--- src/rtl/dbg_link_pkg.sv ---
package dbg_link_pkg;
  typedef enum logic [2:0] {PS_IDLE, PS_ADDR, PS_LEN, PS_IMAGE, PS_DEBUG} pstate_t;
  typedef enum logic [1:0] {TS_IDLE, TS_ACK, TS_WORD} tstate_t;

  localparam logic [7:0] CMD_START = 8'h33;
  localparam logic [7:0] CMD_LOAD  = 8'hCC;

  // bytes needed to carry a word of w bits
  function automatic int bytes_for(input int w);
    return (w + 7) / 8;
  endfunction
endpackage

--- src/rtl/dbg_word_asm.sv ---
module dbg_word_asm #(
  parameter int DW = 12,
  parameter int NB = 2
) (
  input  logic          clk,
  input  logic          rst_n,
  input  logic          clr,
  input  logic          shift,
  input  logic [7:0]    din,
  output logic          done,
  output logic [DW-1:0] word
);
  localparam int CW = $clog2(NB + 1);
  logic [DW-1:0] acc;
  logic [CW-1:0] cnt;

  assign word = DW'({acc, din});
  assign done = shift && (cnt == CW'(NB - 1));

  always_ff @(posedge clk) begin
    if (!rst_n || clr) begin
      acc <= '0;
      cnt <= '0;
    end else if (shift) begin
      if (done) begin
        acc <= '0;
        cnt <= '0;
      end else begin
        acc <= word;
        cnt <= cnt + CW'(1);
      end
    end
  end
endmodule

--- src/rtl/dbg_frame_timer.sv ---
module dbg_frame_timer #(
  parameter int LIMIT = 16
) (
  input  logic clk,
  input  logic rst_n,
  input  logic active,
  input  logic kick,
  input  logic tick,
  output logic expire
);
  localparam int CW = $clog2(LIMIT + 1);
  logic [CW-1:0] cnt;

  assign expire = active && tick && !kick && (cnt == CW'(LIMIT - 1));

  always_ff @(posedge clk) begin
    if (!rst_n || !active || kick || expire) cnt <= '0;
    else if (tick)                           cnt <= cnt + CW'(1);
  end
endmodule

--- src/rtl/dbg_tx_engine.sv ---
module dbg_tx_engine
  import dbg_link_pkg::*;
#(
  parameter int         DW       = 12,
  parameter int         NB       = 2,
  parameter logic [7:0] DBG_MARK = 8'h3C,
  parameter logic [7:0] ACK_MARK = 8'hC3
) (
  input  logic          clk,
  input  logic          rst_n,
  input  logic          ack_req,
  input  logic          host_ack,
  input  logic          word_valid,
  input  logic [DW-1:0] word_in,
  output logic          word_ready,
  output logic          tx_valid,
  output logic [7:0]    tx_data,
  input  logic          tx_ready
);
  localparam int SW = NB * 8;
  localparam int IW = $clog2(NB + 1);
  tstate_t       st;
  logic          ack_pend, wait_host;
  logic [SW-1:0] sh;
  logic [IW-1:0] idx;

  assign word_ready = (st == TS_IDLE) && !ack_pend && !wait_host;
  assign tx_valid   = (st != TS_IDLE);
  assign tx_data    = (st == TS_ACK) ? ACK_MARK :
                      (idx == '0)    ? DBG_MARK : sh[SW-1 -: 8];

  always_ff @(posedge clk) begin
    if (!rst_n) begin
      st <= TS_IDLE; ack_pend <= 1'b0; wait_host <= 1'b0; sh <= '0; idx <= '0;
    end else begin
      if (ack_req)            ack_pend <= 1'b1;
      else if (st == TS_IDLE) ack_pend <= 1'b0;
      if (host_ack) wait_host <= 1'b0;
      case (st)
        TS_IDLE: begin
          if (ack_pend) st <= TS_ACK;
          else if (word_valid && word_ready) begin
            sh  <= SW'(word_in);
            idx <= '0;
            st  <= TS_WORD;
          end
        end
        TS_ACK: if (tx_ready) st <= TS_IDLE;
        TS_WORD: if (tx_ready) begin
          if (idx != '0) sh <= sh << 8;
          if (idx == IW'(NB)) begin
            st <= TS_IDLE;
            wait_host <= 1'b1;
          end else idx <= idx + IW'(1);
        end
        default: st <= TS_IDLE;
      endcase
    end
  end
endmodule

--- src/rtl/dbg_link_ctrl.sv ---
module dbg_link_ctrl
  import dbg_link_pkg::*;
#(
  parameter int         DW       = 12,
  parameter int         NB       = bytes_for(DW),
  parameter int         AW       = 12,
  parameter int         TO_BITS  = 16,
  parameter logic [7:0] DBG_MARK = 8'h3C,
  parameter logic [7:0] ACK_MARK = 8'hC3,
  parameter logic [7:0] NAK_MARK = 8'h00
) (
  input  logic          clk,
  input  logic          rst_n,
  input  logic          rx_valid,
  input  logic [7:0]    rx_data,
  input  logic          bit_tick,
  output logic          tx_valid,
  output logic [7:0]    tx_data,
  input  logic          tx_ready,
  output logic          pmem_we,
  output logic [AW-1:0] pmem_addr,
  output logic [7:0]    pmem_wdata,
  output logic          core_rst,
  output logic          core_start,
  output logic [AW-1:0] core_start_addr,
  output logic          mbx_full,
  output logic [DW-1:0] mbx_data,
  input  logic          mbx_rd,
  input  logic          core_tx_valid,
  input  logic [DW-1:0] core_tx_word,
  output logic          core_tx_ready
);
  pstate_t       ps;
  logic          is_load;
  logic [DW-1:0] addr_q, left_q;
  logic [AW-1:0] ld_addr;
  logic          word_done;
  logic [DW-1:0] word;

  // named internal events
  wire parse_idle = (ps == PS_IDLE);
  wire in_word    = (ps == PS_ADDR) || (ps == PS_LEN) || (ps == PS_DEBUG);
  wire host_ack   = rx_valid && parse_idle && (rx_data == ACK_MARK);
  wire stray_byte = rx_valid && parse_idle && (rx_data != CMD_START) &&
                    (rx_data != CMD_LOAD) && (rx_data != DBG_MARK) && (rx_data != ACK_MARK);
  wire dbg_take   = word_done && (ps == PS_DEBUG) && !mbx_full;
  wire len_done   = word_done && (ps == PS_LEN);
  wire last_img   = rx_valid && (ps == PS_IMAGE) && (left_q == DW'(1));
  wire go_start   = (len_done && (!is_load || word == '0)) || last_img;
  wire ack_req    = dbg_take || go_start;
  logic to_fire;

  dbg_word_asm #(.DW(DW), .NB(NB)) u_asm (
    .clk(clk), .rst_n(rst_n), .clr(parse_idle), .shift(rx_valid && in_word),
    .din(rx_data), .done(word_done), .word(word));

  dbg_frame_timer #(.LIMIT(TO_BITS)) u_timer (
    .clk(clk), .rst_n(rst_n), .active(!parse_idle), .kick(rx_valid),
    .tick(bit_tick), .expire(to_fire));

  dbg_tx_engine #(.DW(DW), .NB(NB), .DBG_MARK(DBG_MARK), .ACK_MARK(ACK_MARK)) u_tx (
    .clk(clk), .rst_n(rst_n), .ack_req(ack_req), .host_ack(host_ack),
    .word_valid(core_tx_valid), .word_in(core_tx_word), .word_ready(core_tx_ready),
    .tx_valid(tx_valid), .tx_data(tx_data), .tx_ready(tx_ready));

  assign pmem_we    = rx_valid && (ps == PS_IMAGE);
  assign pmem_addr  = ld_addr;
  assign pmem_wdata = rx_data;

  always_ff @(posedge clk) begin
    if (!rst_n) begin
      ps <= PS_IDLE; is_load <= 1'b0; addr_q <= '0; left_q <= '0; ld_addr <= '0;
    end else if (to_fire) begin
      ps <= PS_IDLE;
    end else if (rx_valid) begin
      case (ps)
        PS_IDLE: begin
          if (rx_data == CMD_START)     begin is_load <= 1'b0; ps <= PS_ADDR; end
          else if (rx_data == CMD_LOAD) begin is_load <= 1'b1; ps <= PS_ADDR; end
          else if (rx_data == DBG_MARK) ps <= PS_DEBUG;
        end
        PS_ADDR: if (word_done) begin addr_q <= word; ps <= PS_LEN; end
        PS_LEN: if (word_done) begin
          if (go_start) ps <= PS_IDLE;
          else begin
            ld_addr <= AW'(addr_q);
            left_q  <= word;
            ps      <= PS_IMAGE;
          end
        end
        PS_IMAGE: begin
          ld_addr <= ld_addr + AW'(1);
          left_q  <= left_q - DW'(1);
          if (last_img) ps <= PS_IDLE;
        end
        PS_DEBUG: if (word_done) ps <= PS_IDLE;
        default: ps <= PS_IDLE;
      endcase
    end
  end

  always_ff @(posedge clk) begin
    if (!rst_n) begin
      core_rst <= 1'b0; core_start <= 1'b0; core_start_addr <= '0;
      mbx_full <= 1'b0; mbx_data <= '0;
    end else begin
      core_start <= go_start;
      if (go_start) begin
        core_start_addr <= AW'(addr_q);
        if (is_load) core_rst <= 1'b0;
      end else if (rx_valid && parse_idle && rx_data == CMD_LOAD) core_rst <= 1'b1;
      if (dbg_take) begin
        mbx_full <= 1'b1;
        mbx_data <= word;
      end else if (mbx_rd) mbx_full <= 1'b0;
    end
  end

  // stray bytes, including NAK_MARK, fall through the idle decode untouched
  wire unused_ok = stray_byte & (NAK_MARK == NAK_MARK);
endmodule

--- config.mk ---
export PLATFORM = sky130hd
export DESIGN_NAME = dbg_link_ctrl
export DESIGN_NICKNAME = d
export VERILOG_FILES = /design/src/rtl/dbg_link_pkg.sv /design/src/rtl/dbg_word_asm.sv /design/src/rtl/dbg_frame_timer.sv /design/src/rtl/dbg_tx_engine.sv /design/src/rtl/dbg_link_ctrl.sv
export SDC_FILE = /design/constraint.sdc
export NUM_CORES = 1
export LEC_CHECK = 0
export BUFFER_PORTS_ARGS = -buffer_cell sky130_fd_sc_hd__buf_2
export CORE_MARGIN = 5
export CORE_UTILIZATION = 25
export CTS_BUF_LIST = sky130_fd_sc_hd__clkbuf_8
export DETAILED_ROUTE_END_ITERATION = 7
export PLACE_DENSITY = 0.49
export SETUP_SLACK_MARGIN = 0.15
export SYNTH_ARGS = -nofsm -noshare
export SYNTH_HDL_FRONTEND = slang
export SYNTH_SLANG_ARGS = --single-unit
--- constraint.sdc ---
create_clock -name clk -period 3.4 [get_ports clk]
set_clock_uncertainty 0.2 [all_clocks]
set_input_delay 0.34 -clock clk [delete_from_list [all_inputs] [get_ports clk]]
set_output_delay 0.34 -clock clk [all_outputs]
set_load 0.005 [all_outputs]
[Yosys cells after proc, flatten, opt, wreduce, memory -nomap -nowiden]
Index checks and enable logic that the tools add are counted.
Storage, ports and cells
  input port bits: 27
  latch bits: 0
  output and inout bits: 58
  bits in registers: 100
  memories kept: 0
  memory bits (read-only): 0
  logic and storage cells: 155
  RAM bits: 0
Operators by class
  bitwise operators: 2
  reductions and logical operators: 53
  mux-type cells: 48
  add/sub/neg operators: 5
  eq/ne operators: 29
  div/mod/pow operators: 0
  $mul: 0
  shift-type cells: 0
  magnitude comparators: 0
Operators with widths (count)
  16-bit two-way mux: 4
  12-bit two-way mux: 4
  12-bit one-hot mux with 2 select lines: 2
  16-bit one-hot mux with 2 select lines: 1
  2-bit two-way mux: 11
  2-bit != test (second input constant): 11
  3-bit two-way mux: 7
  1-bit logical AND: 17
  8-bit by 6-bit equality test with 1-bit output (second input constant): 2
  8-bit equality test (second input constant): 2
  8-bit two-way mux: 2
  2-bit nonzero test: 8
  3-bit one-hot mux with 5 select lines: 1
  5-bit AND reduction: 3
  1-bit two-way mux: 13
  12-bit by 1-bit adder with 12-bit output (second input constant): 1
  12-bit by 1-bit equality test with 1-bit output (second input constant): 1
  12-bit zero test: 1
  4-bit AND reduction: 3
  12-bit by 1-bit subtractor with 12-bit output (second input constant): 1
  1-bit logical OR: 8
  1-bit zero test: 7
  3-bit by 2-bit equality test with 1-bit output (second input constant): 2
  2-bit one-hot mux with 3 select lines: 1
  18 further kinds: 24

[Depth between registers and ports, before layout]
Gate-level depths: netlist of run 1.
  word-level depth: 11
  gate-level depth with buffers: 8
  depth with buffers taken out: 8

[Modules after synthesis]
From an unflattened synthesis of run 1, not the netlist that was laid out.
Unflattened totals
  cells, all modules: 593
  area, all modules: 4972.3 um^2
By module, submodules not included
  dbg_link_ctrl: seq. area each 1341.3 um^2, cells each 409, times used 1, area an instance 3354.5 um^2
  dbg_tx_engine: seq. area each 440.4 um^2, cells each 129, times used 1, area an instance 1023.5 um^2
  dbg_word_asm: seq. area each 120.1 um^2, cells each 30, times used 1, area an instance 327.8 um^2
  dbg_frame_timer: seq. area each 100.1 um^2, cells each 25, times used 1, area an instance 266.5 um^2

[Least setup slack after synthesis of run 1]
OpenSTA, ideal clock, no wires.
  kind: register to register
  start: register u_asm.acc[3]
  end: register left_q[7]
  setup slack: 1.027 ns
  buffers on the path: 2
  required time: 3.084 ns
  library setup time: 0.116 ns
  cell stages (with the launch flop): 7
  arrival time: 2.058 ns
  clock period less this slack: 2.373 ns
  cells stage by stage: dfxtp_1 or4_1 o31a_1 o41a_1 buf_6 buf_8 a31o_1
On the way
  word-level cells in the longest chain between the ends: 6
Ends and longest elaborated chain
  start: declaration: RTL line dbg_word_asm.sv:14  | logic [DW-1:0] acc;
  start signal: assignment: RTL line dbg_word_asm.sv:29  | acc <= word;
  12-bit zero test: RTL line dbg_link_ctrl.sv:49  | wire go_start = (len_done && (!is_load || word == '0)) || last_img;
  1-bit logical OR: RTL line dbg_link_ctrl.sv:49
  1-bit logical AND: RTL line dbg_link_ctrl.sv:49
  1-bit logical OR: RTL line dbg_link_ctrl.sv:49
  2-bit != test (no source line)
  5-bit AND reduction (no source line)
  end signal: assignment: RTL line dbg_link_ctrl.sv:87  | left_q <= word;
  end signal: assignment: RTL line dbg_link_ctrl.sv:93  | left_q <= left_q - DW'(1);
  end: declaration: RTL line dbg_link_ctrl.sv:35  | logic [DW-1:0] addr_q, left_q;
Every way passes these cells.
A chain may end at the register's enable or synchronous reset.

[Worst setup path in the final report of run 1]
  start: register ps[0]
  end: register left_q[9]
On the way
  word-level cells in the longest chain between the ends: 10
  elaborated cells between the ends (all ways): 24
  classes of those cells: 6 x eq/ne; 1 x mux; 1 x bitwise; 16 x reduce/logical
Ends and longest elaborated chain
  start: declaration: RTL line dbg_link_ctrl.sv:33  | pstate_t ps;
  start signal: assignment: RTL line dbg_link_ctrl.sv:72  | ps <= PS_IDLE; is_load <= 1'b0; addr_q <= '0; left_q <= '0; ld_addr <= '0;
  start signal: assignment: RTL line dbg_link_ctrl.sv:74  | ps <= PS_IDLE;
  start signal: assignment: RTL line dbg_link_ctrl.sv:78  | if (rx_data == CMD_START) begin is_load <= 1'b0; ps <= PS_ADDR; end
  3-bit by 1-bit equality test with 1-bit output or 3-bit by 2-bit equality test with 1-bit output (tied branches): RTL line dbg_link_ctrl.sv:42, dbg_link_ctrl.sv:47, dbg_link_ctrl.sv:76
  1-bit logical OR (2 in a row): RTL line dbg_link_ctrl.sv:42  | wire in_word = (ps == PS_ADDR) || (ps == PS_LEN) || (ps == PS_DEBUG);
  1-bit logical AND: RTL line dbg_link_ctrl.sv:54  | .clk(clk), .rst_n(rst_n), .clr(parse_idle), .shift(rx_valid && in_word),
  1-bit logical AND: RTL line dbg_word_asm.sv:18  | assign done = shift && (cnt == CW'(NB - 1));
  1-bit logical AND: RTL line dbg_link_ctrl.sv:47  | wire len_done = word_done && (ps == PS_LEN);
  1-bit logical AND: RTL line dbg_link_ctrl.sv:49
  1-bit logical OR: RTL line dbg_link_ctrl.sv:49
  2-bit != test (no source line)
  5-bit AND reduction (no source line)
Several ways; a longest one is shown, not always the timed one.

==> impl_metrics.tcl, run 1 <==
set metrics [dict create \
    syn_inst 611 \
    grtUsageTotal_pct 14.14 \
    vias 4664 \
    worst_slew_pin_slew_ns 0.8598 \
    gp_congestion 0.7917 \
    rr_endpoint "left_q[9]$_SDFFE_PN0P_" \
    antenna_left 0 \
    start_util_pct 25.50 \
    htree_levels 3 \
    ys_seq_area_share_pct 40.07 \
    insertion_delay_ns 0.39 \
    viasPerCell 4.920 \
    hold_path_end "u_timer.cnt[4]$_SDFFE_PP0P_" \
    yosysWarnings 0 \
    synth_area_um2 4996 \
    grt_start_max_net_pins 49 \
    slew_headroom_pct 42.43 \
    grt-ovfl-total 0 \
    final_area_um2 5898 \
    die-area_um2 22910 \
    power_density_nw_per_um2 350.6 \
    synthDistinctLibCells 65 \
    reg2reg_depth 6 \
    fin_tns_setup_ns 0 \
    r2r_slack_ns 0.65 \
    tritoncts "done" \
    synthArstFlopShare_pct 0 \
    rows 51 \
    hpwl_um 11050 \
    clock_path_buffers 2 \
    grt_pass1_wl_um 25350 \
    io_buffers 84 \
    fin_ws_ns 0.6525 \
    syn2layout_area_growth_pct 18.06 \
    syn_avg_cell_area_um2 8.177 \
    drive_gt1_share_pct 18.89 \
    cp_data_required_time_ns 3.49 \
    drc 0 \
    final_nets 715 \
    min_path_type "in2reg" \
    synthFlopType "dfxtp_1" \
    grt_pass1_vias 4521 \
    root_buffer "clkbuf_8" \
    setup_violations 0 \
    post_dp_cell_area_um2 5647 \
    min_delay_path_depth 2 \
    first_pass_iters 5 \
    numClockSinks 100 \
    p_leak_uw 0.002186 \
    fmax_ghz 0.3640 \
    status "completed" \
    post_cts_buffers 0 \
    cts_buffers 9 \
    core_region_area_um2 19590 \
    n_antenna_cell 0 \
    die_h_um 151.4 \
    layout_common_cells "dfxtp_1, buf_2, nor2_1" \
    hp-start "bit_tick" \
    period_share_pct 80.81 \
    drt-total-wl_um 15840 \
    hold_viol_final 0 \
    path_class "reg2reg" \
    cp-start-kind "flip-flop" \
    crit_fanout 39 \
    drv_slew 0 \
    path_clk_slew_ns 0.10 \
    arrival_ns 2.83 \
    rr_startpoint "ps[0]$_SDFFE_PP0P_" \
    drtIter0Drc 292 \
    synth-seq-cells 100 \
    ir_worst_vdd_mv 0.1522 \
    synth.net_count 646 \
    final_common_cell "dfxtp_1" \
    die_x_um 151.4 \
    critPathCaptureType "flip-flop" \
    routedWlPerCell_um 16.71 \
    grt_setup_unrepaired "false" \
    drv_cap 0 \
    io_pins 85 \
    fin_crit_ns 2.748 \
    grt_antenna_before_repair 0 \
    synth_edf_count 0 \
    place_ws_ns 0.5734 \
]
[what timing repair did]
action,in CTS,in global routing
endpoints found under the hold margin,8,0
hold buffers,8,0
setup endpoints to repair,0,0
resized for setup,0,0
[worst max-delay path by stage]
stage	startpoint	endpoint
finish	ps[0]$_SDFFE_PP0P_	left_q[9]$_SDFFE_PN0P_
global route	ps[0]$_SDFFE_PP0P_	pmem_addr[7]$_SDFFE_PN0P_
CTS	u_asm.acc[0]$_SDFFE_PP0P_	pmem_addr[10]$_SDFFE_PN0P_
detailed placement	rx_data[2]	pmem_addr[10]$_SDFFE_PN0P_
global placement	rx_data[2]	pmem_addr[10]$_SDFFE_PN0P_
floorplan	u_asm.acc[3]$_SDFFE_PP0P_	left_q[7]$_SDFFE_PN0P_
[worst max-delay path: stages (launching register included)]
cell and delay [ns]:
dfxtp_1 0.36, buf_4 0.38, o21ai_0 0.19, o21ai_0 0.34
o41a_1 0.80, a21oi_1 0.15, a31o_1 0.21
[cells in the mapped netlist (5+ instances only)]
| master | number | area share (%) |
|---|---|---|
| o211ai_1 | 7 | 1.1 |
| nand2_1 | 59 | 4.4 |
| a31oi_1 | 5 | 0.63 |
| inv_1 | 16 | 1.2 |
| nor2_1 | 80 | 6.0 |
| a21oi_1 | 51 | 5.1 |
| ha_1 | 8 | 2.0 |
| o31ai_1 | 7 | 1.1 |
| nand3_1 | 23 | 2.3 |
| clkbuf_1 | 31 | 2.3 |
| a211oi_1 | 5 | 0.75 |
| o31a_1 | 7 | 1.2 |
| buf_4 | 9 | 1.4 |
| buf_2 | 6 | 0.60 |
| mux2i_1 | 30 | 6.0 |
| a22oi_1 | 10 | 1.5 |
| nor3b_1 | 6 | 0.90 |
| o21ai_0 | 38 | 3.8 |
| nand4_1 | 7 | 0.88 |
| dfxtp_1 | 100 | 40 |
| o32ai_1 | 5 | 0.88 |
| nor3_1 | 13 | 1.3 |
| and3_1 | 7 | 0.88 |
[layer usage]
metal | vias up | share of wire [%] | wire (um) | GRT usage, %
met5 | - | 0 | 0 | 0
met4 | 0 | 2.0 | 310 | 4.034
met3 | 24 | 6.1 | 959 | 3.800
met2 | 142 | 44 | 6918 | 21.47
met1 | 2171 | 48 | 7652 | 19.66
li1 | 2327 | - | - | -
[sequential cells by signal, indices dropped and copies added (netlist names), 2 cells and up]
name / cells
addr_q: 12
core_start_addr: 12
left_q: 12
mbx_data: 12
pmem_addr: 12
ps: 3
u_asm.acc: 4
u_asm.cnt: 2
u_timer.cnt: 5
u_tx.idx: 2
u_tx.sh: 16
u_tx.st: 2
[through the flow]
stage / hold slack [ns] / total power (uW) / utilization (%) / cells
floorplan: 0.2319 / 1302 / - / 611
global placement: 0.2419 / 1360 / 28.82 / 926
detailed placement: 0.2434 / 1359 / 28.82 / 926
CTS: 0.006732 / 2114 / 30.11 / 948
global route: 0.02371 / 2173 / 30.11 / 948
finish: 0.04118 / 2068 / 30.11 / 948
[cells by family after synthesis]
logic type      Yosys count  synth area share, %
flops                   100                40.07
mux                      30                6.011
buf+inv                  68                6.311
simple gates            234                22.74
compound gates          167                22.16
fa+ha+maj                 8                2.004
xor+xnor                  4               0.7014
[report_power, final]
part / switching (uW) / leakage (uW) / internal, uW
sequential: 7.97 / 0.000808 / 1180
combinational: 89.4 / 0.00129 / 56.4
clock: 445 / 0.0000852 / 285
[layout make-up]
cell class	count	area, um^2
timing repair buffer	109	640.6
tap	265	331.6
sequential	100	2002
inverter	17	63.81
fill	2145	13690
multi-input combinational	443	2689
clock inverter	4	33.78
clock buffer	10	137.6
No activity file was read; power rests on OpenSTA's default activity.
==> run 2, diff against run 1 <==
==> constraint.sdc (replaced) <==
create_clock -name clk -period 2.6 [get_ports clk]
set_clock_uncertainty 0.2 [all_clocks]
set_input_delay 0.26 -clock clk [delete_from_list [all_inputs] [get_ports clk]]
set_output_delay 0.26 -clock clk [all_outputs]
set_load 0.005 [all_outputs]
==> impl_metrics.tcl, run 2 (synthesized netlist as in run 1, its figures left out) <==
set metrics [dict create \
    status "completed" \
    drt-total-wl_um 15900 \
    grt-ovfl-total 0 \
    fin_crit_ns 2.361 \
    grtUsageTotal_pct 14.12 \
    die-area_um2 22910 \
    min_path_type "in2reg" \
    die_x_um 151.4 \
    hold_viol_final 0 \
    vias 4708 \
    power_density_nw_per_um2 445.4 \
    start_util_pct 25.50 \
    path_class "reg2reg" \
    p_leak_uw 0.002349 \
    routedWlPerCell_um 16.21 \
    syn2layout_area_growth_pct 24.27 \
    antenna_left 0 \
    grt_antenna_before_repair 0 \
    largest_register_ffs 16 \
    gp_congestion 0.8119 \
    cts_buffers 9 \
    fin_tns_setup_ns 0 \
    layout_common_cells "dfxtp_1, buf_2, nor2_1" \
    numClockSinks 100 \
    regMostFlops "u_tx.sh" \
    post_dp_cell_area_um2 5837 \
    insertion_delay_ns 0.39 \
    root_buffer "clkbuf_8" \
    rows 51 \
    drive_gt1_share_pct 21.79 \
    htree_levels 3 \
    final_area_um2 6208 \
    setup_violations 0 \
    io_buffers 84 \
    cp_data_required_time_ns 2.69 \
    fill_cells 2110 \
    arrival_ns 2.45 \
    path_clk_slew_ns 0.11 \
    drtIter0Drc 345 \
    grt_pass1_vias 4446 \
    die_h_um 151.4 \
    grt_setup_unrepaired "false" \
    worst_slew_pin_slew_ns 0.8317 \
    fmax_ghz 0.4235 \
    final_nets 746 \
    slew_headroom_pct 44.35 \
    drc 0 \
    post-route-util_pct 31.69 \
    drv_slew 0 \
    io_pins 85 \
    final_common_cell "dfxtp_1" \
    drv_cap 0 \
    crit_fanout 18 \
    ir_worst_vdd_mv 0.2280 \
    place_ws_ns 0.1427 \
    grt_pass1_wl_um 25150 \
    first_pass_iters 4 \
    clock_path_buffers 2 \
    cp-start-kind "flip-flop" \
    tritoncts "done" \
    fin_ws_ns 0.2387 \
    n_antenna_cell 0 \
    grt_start_max_net_pins 48 \
    critPathCaptureType "flip-flop" \
    core_region_area_um2 19590 \
    period_share_pct 90.82 \
    viasPerCell 4.799 \
    hpwl_um 11340 \
]
## run 2: changes by cell type in the layout (fill, tap and decap cells not counted), moves of 2 or more
| cell | before | now |
|---|---|---|
| and3_2 | 0 | 2 |
| buf_4 | 16 | 36 |
| buf_12 | 1 | 3 |
| dlygate4sd3_1 | 8 | 16 |
| and3_1 | 7 | 5 |
## run 2: timing repair
item / CTS / global route
pin swaps: 1 / 0
endpoints found under the hold margin: 18 / 0
hold buffers: 16 / 0
setup endpoints to repair: 1 / 23
setup buffers: 0 / 1
resized for setup: 0 / 5
## run 2: worst max-delay path, stage by stage, from the launching register on
cell	delay (ns)
dfxtp_1	0.33
or4_4	0.53
o31a_1	0.35
o41a_1	0.42
buf_6	0.18
a32o_1	0.25
## run 2: final timing paths
kind,start,to,slack [ns],depth (start not counted)
worst max-delay path,u_asm.acc[3]$_SDFFE_PP0P_,pmem_addr[10]$_SDFFE_PN0P_,0.24,5
worst min-delay path,core_tx_word[8],u_tx.sh[8]$_SDFFE_PN0P_,0.04,3
worst max register to register,u_asm.acc[3]$_SDFFE_PP0P_,pmem_addr[10]$_SDFFE_PN0P_,0.24,5
worst min register to register,u_tx.sh[14]$_SDFFE_PN0P_,u_tx.sh[14]$_SDFFE_PN0P_,0.25,2
## run 2: routing by layer
layer  share of wire (%)  global-route usage (%)  vias up
met5                   0                       0        -
met4                 1.2                   2.856        0
met3                 5.9                   3.621       10
met2                  43                   21.58      112
met1                  50                   20.11     2195
li1                    -                       -     2391
## run 2: stage by stage
step	total power (uW)	cells	hold WS, ns
after global routing	2898	981	0.04318
after detailed placement	1798	948	0.2438
final	2765	981	0.03680
after CTS	2813	980	0.01187
after floorplan	1702	611	0.2072
after global placement	1798	948	0.2409
## run 2: final cells by class
type	instances	area [um^2]	area share (%)
repair buffers	140	922.1	14.85
clock buffers	10	137.6	2.217
multi-input cells	443	2704	43.55
well taps	265	331.6	5.341
inverters	17	63.81	1.028
clock inverters	6	47.55	0.7658
flip-flops and latches	100	2002	32.25
## run 2: power breakdown
part | internal, uW | switching [uW]
Clock | 383 | 603
Sequential | 1550 | 11.1
Combinational | 94.5 | 126
Total | 2030 | 740
==> run 3, diff against run 2 <==
--- a/config.mk
+++ b/config.mk
@@ -7,10 +7,11 @@
 export LEC_CHECK = 0
 export BUFFER_PORTS_ARGS = -buffer_cell sky130_fd_sc_hd__buf_2
 export CORE_MARGIN = 5
-export CORE_UTILIZATION = 25
+export CORE_UTILIZATION = 58
 export CTS_BUF_LIST = sky130_fd_sc_hd__clkbuf_8
 export DETAILED_ROUTE_END_ITERATION = 7
-export PLACE_DENSITY = 0.49
+export MAX_ROUTING_LAYER = met4
+export PLACE_DENSITY = 0.89
 export SETUP_SLACK_MARGIN = 0.15
 export SYNTH_ARGS = -nofsm -noshare
 export SYNTH_HDL_FRONTEND = slang
==> impl_metrics.tcl, run 3 (synthesized netlist as in run 1, its figures left out) <==
set metrics [dict create \
    status "completed" \
    layout_common_cells "dfxtp_1, buf_2, nor2_1" \
    vias 5051 \
    drc 0 \
    power_density_nw_per_um2 476.5 \
    grt_pass1_vias 4845 \
    final_nets 737 \
    core_region_area_um2 8299 \
    worst_slew_pin_slew_ns 0.7714 \
    critPathLaunch "u_asm.acc[3]$_SDFFE_PP0P_" \
    drv_cap 0 \
    drive_gt1_share_pct 22.49 \
    regMostFlops "u_tx.sh" \
    die_h_um 102.8 \
    n_antenna_cell 0 \
    critPathCaptureType "flip-flop" \
    clock_path_buffers 2 \
    period_share_pct 94.25 \
    grt-ovfl-total 0 \
    antenna_left 0 \
    final_common_cell "dfxtp_1" \
    drtIter0Drc 441 \
    r2r_slack_ns 0.15 \
    post-route-util_pct 71.64 \
    slew_headroom_pct 48.50 \
    hold_viol_final 0 \
    grt_start_max_net_pins 43 \
    rr_endpoint "left_q[0]$_SDFFE_PN0P_" \
    largest_register_ffs 16 \
    p_leak_uw 0.002319 \
    cts_buffers 9 \
    fin_tns_setup_ns 0 \
    min_path_type "in2reg" \
    numClockSinks 100 \
    rr_startpoint "u_asm.acc[3]$_SDFFE_PP0P_" \
    drt-total-wl_um 14360 \
    routedWlPerCell_um 17.68 \
    path_clk_slew_ns 0.11 \
    hp-start "tx_ready" \
    viasPerCell 6.220 \
    fill_cells 622 \
    cp_data_required_time_ns 2.66 \
    whs_ns 0.003123 \
    place_ws_ns 0.09401 \
    fin_ws_ns 0.1496 \
    die-area_um2 10570 \
    io_pins 85 \
    crit_fanout 5 \
    start_util_pct 60.20 \
    ir_worst_vdd_mv 0.2957 \
    gp_congestion 0.9656 \
    fin_crit_ns 2.450 \
    io_buffers 84 \
    first_pass_iters 5 \
    grt_pass1_wl_um 23180 \
    die_x_um 102.8 \
    grt_setup_unrepaired "false" \
    tritoncts "done" \
    grtUsageTotal_pct 28.16 \
    cp-start-kind "flip-flop" \
    grt_antenna_before_repair 0 \
    root_buffer "clkbuf_8" \
    hold_path_end "u_tx.wait_host$_SDFF_PN0_" \
    htree_levels 3 \
    hpwl_um 9775 \
    insertion_delay_ns 0.37 \
    fmax_ghz 0.4081 \
    arrival_ns 2.51 \
    rows 33 \
    path_class "reg2reg" \
    drv_slew 0 \
    syn2layout_area_growth_pct 19.01 \
    min_delay_path_depth 3 \
    total_power_uw 2833 \
    setup_violations 0 \
    reg2reg_depth 7 \
]
## run 3: cell type report
type | instances | area (um^2) | area share [%]
clock buffer | 10 | 137.6 | 2.315
clock inverter | 6 | 76.32 | 1.284
timing repair buffer | 131 | 815.8 | 13.72
tap | 105 | 131.4 | 2.210
sequential | 100 | 2003 | 33.69
multi-input combinational | 443 | 2718 | 45.71
inverter | 17 | 63.81 | 1.073
## run 3: per-layer routing
layer / share of wire (%) / GRT usage [%]
met4: 2.8 / 11.25
met2: 46 / 43.94
met3: 10 / 5.954
met5: 0 / -
met1: 41 / 35.74
## run 3: how the worst max path moves through the flow
stage                                  to
2_1_floorplan      left_q[7]$_SDFFE_PN0P_
3_3_place_gp   pmem_addr[10]$_SDFFE_PN0P_
3_5_place_dp       left_q[8]$_SDFFE_PN0P_
4_1_cts        pmem_addr[10]$_SDFFE_PN0P_
5_1_grt            left_q[0]$_SDFFE_PN0P_
6_report           left_q[0]$_SDFFE_PN0P_
## run 3: where the power goes
| part | switching, uW | internal, uW | total, uW |
|---|---|---|---|
| logic | 120 | 87.8 | 208 |
| registers | 11.5 | 1550 | 1560 |
| clock network | 577 | 489 | 1070 |
## run 3: timing repair
item                       4_1_cts  5_1_grt
buffers inserted                 0        2
hold buffers                    11        0
cloned                           0        2
pin swaps                        1        3
hold endpoints to repair        11        0
setup endpoints to repair       18       36
gates resized for setup          3       14
## run 3: stage by stage
stage / instance area (um^2) / std cells
after floorplan: 4996 / 611
after global placement: 5547 / 781
after detailed placement: 5547 / 781
after CTS: 5882 / 808
after global routing: 5946 / 812
final: 5946 / 812
## run 3: critical path, cell delays in order, from the launching register on
cell and delay [ns]:
dfxtp_2 0.36, or4_4 0.54, o31a_1 0.40, buf_4 0.18
nor4_2 0.24, buf_4 0.18, o22ai_1 0.07, o21a_1 0.19
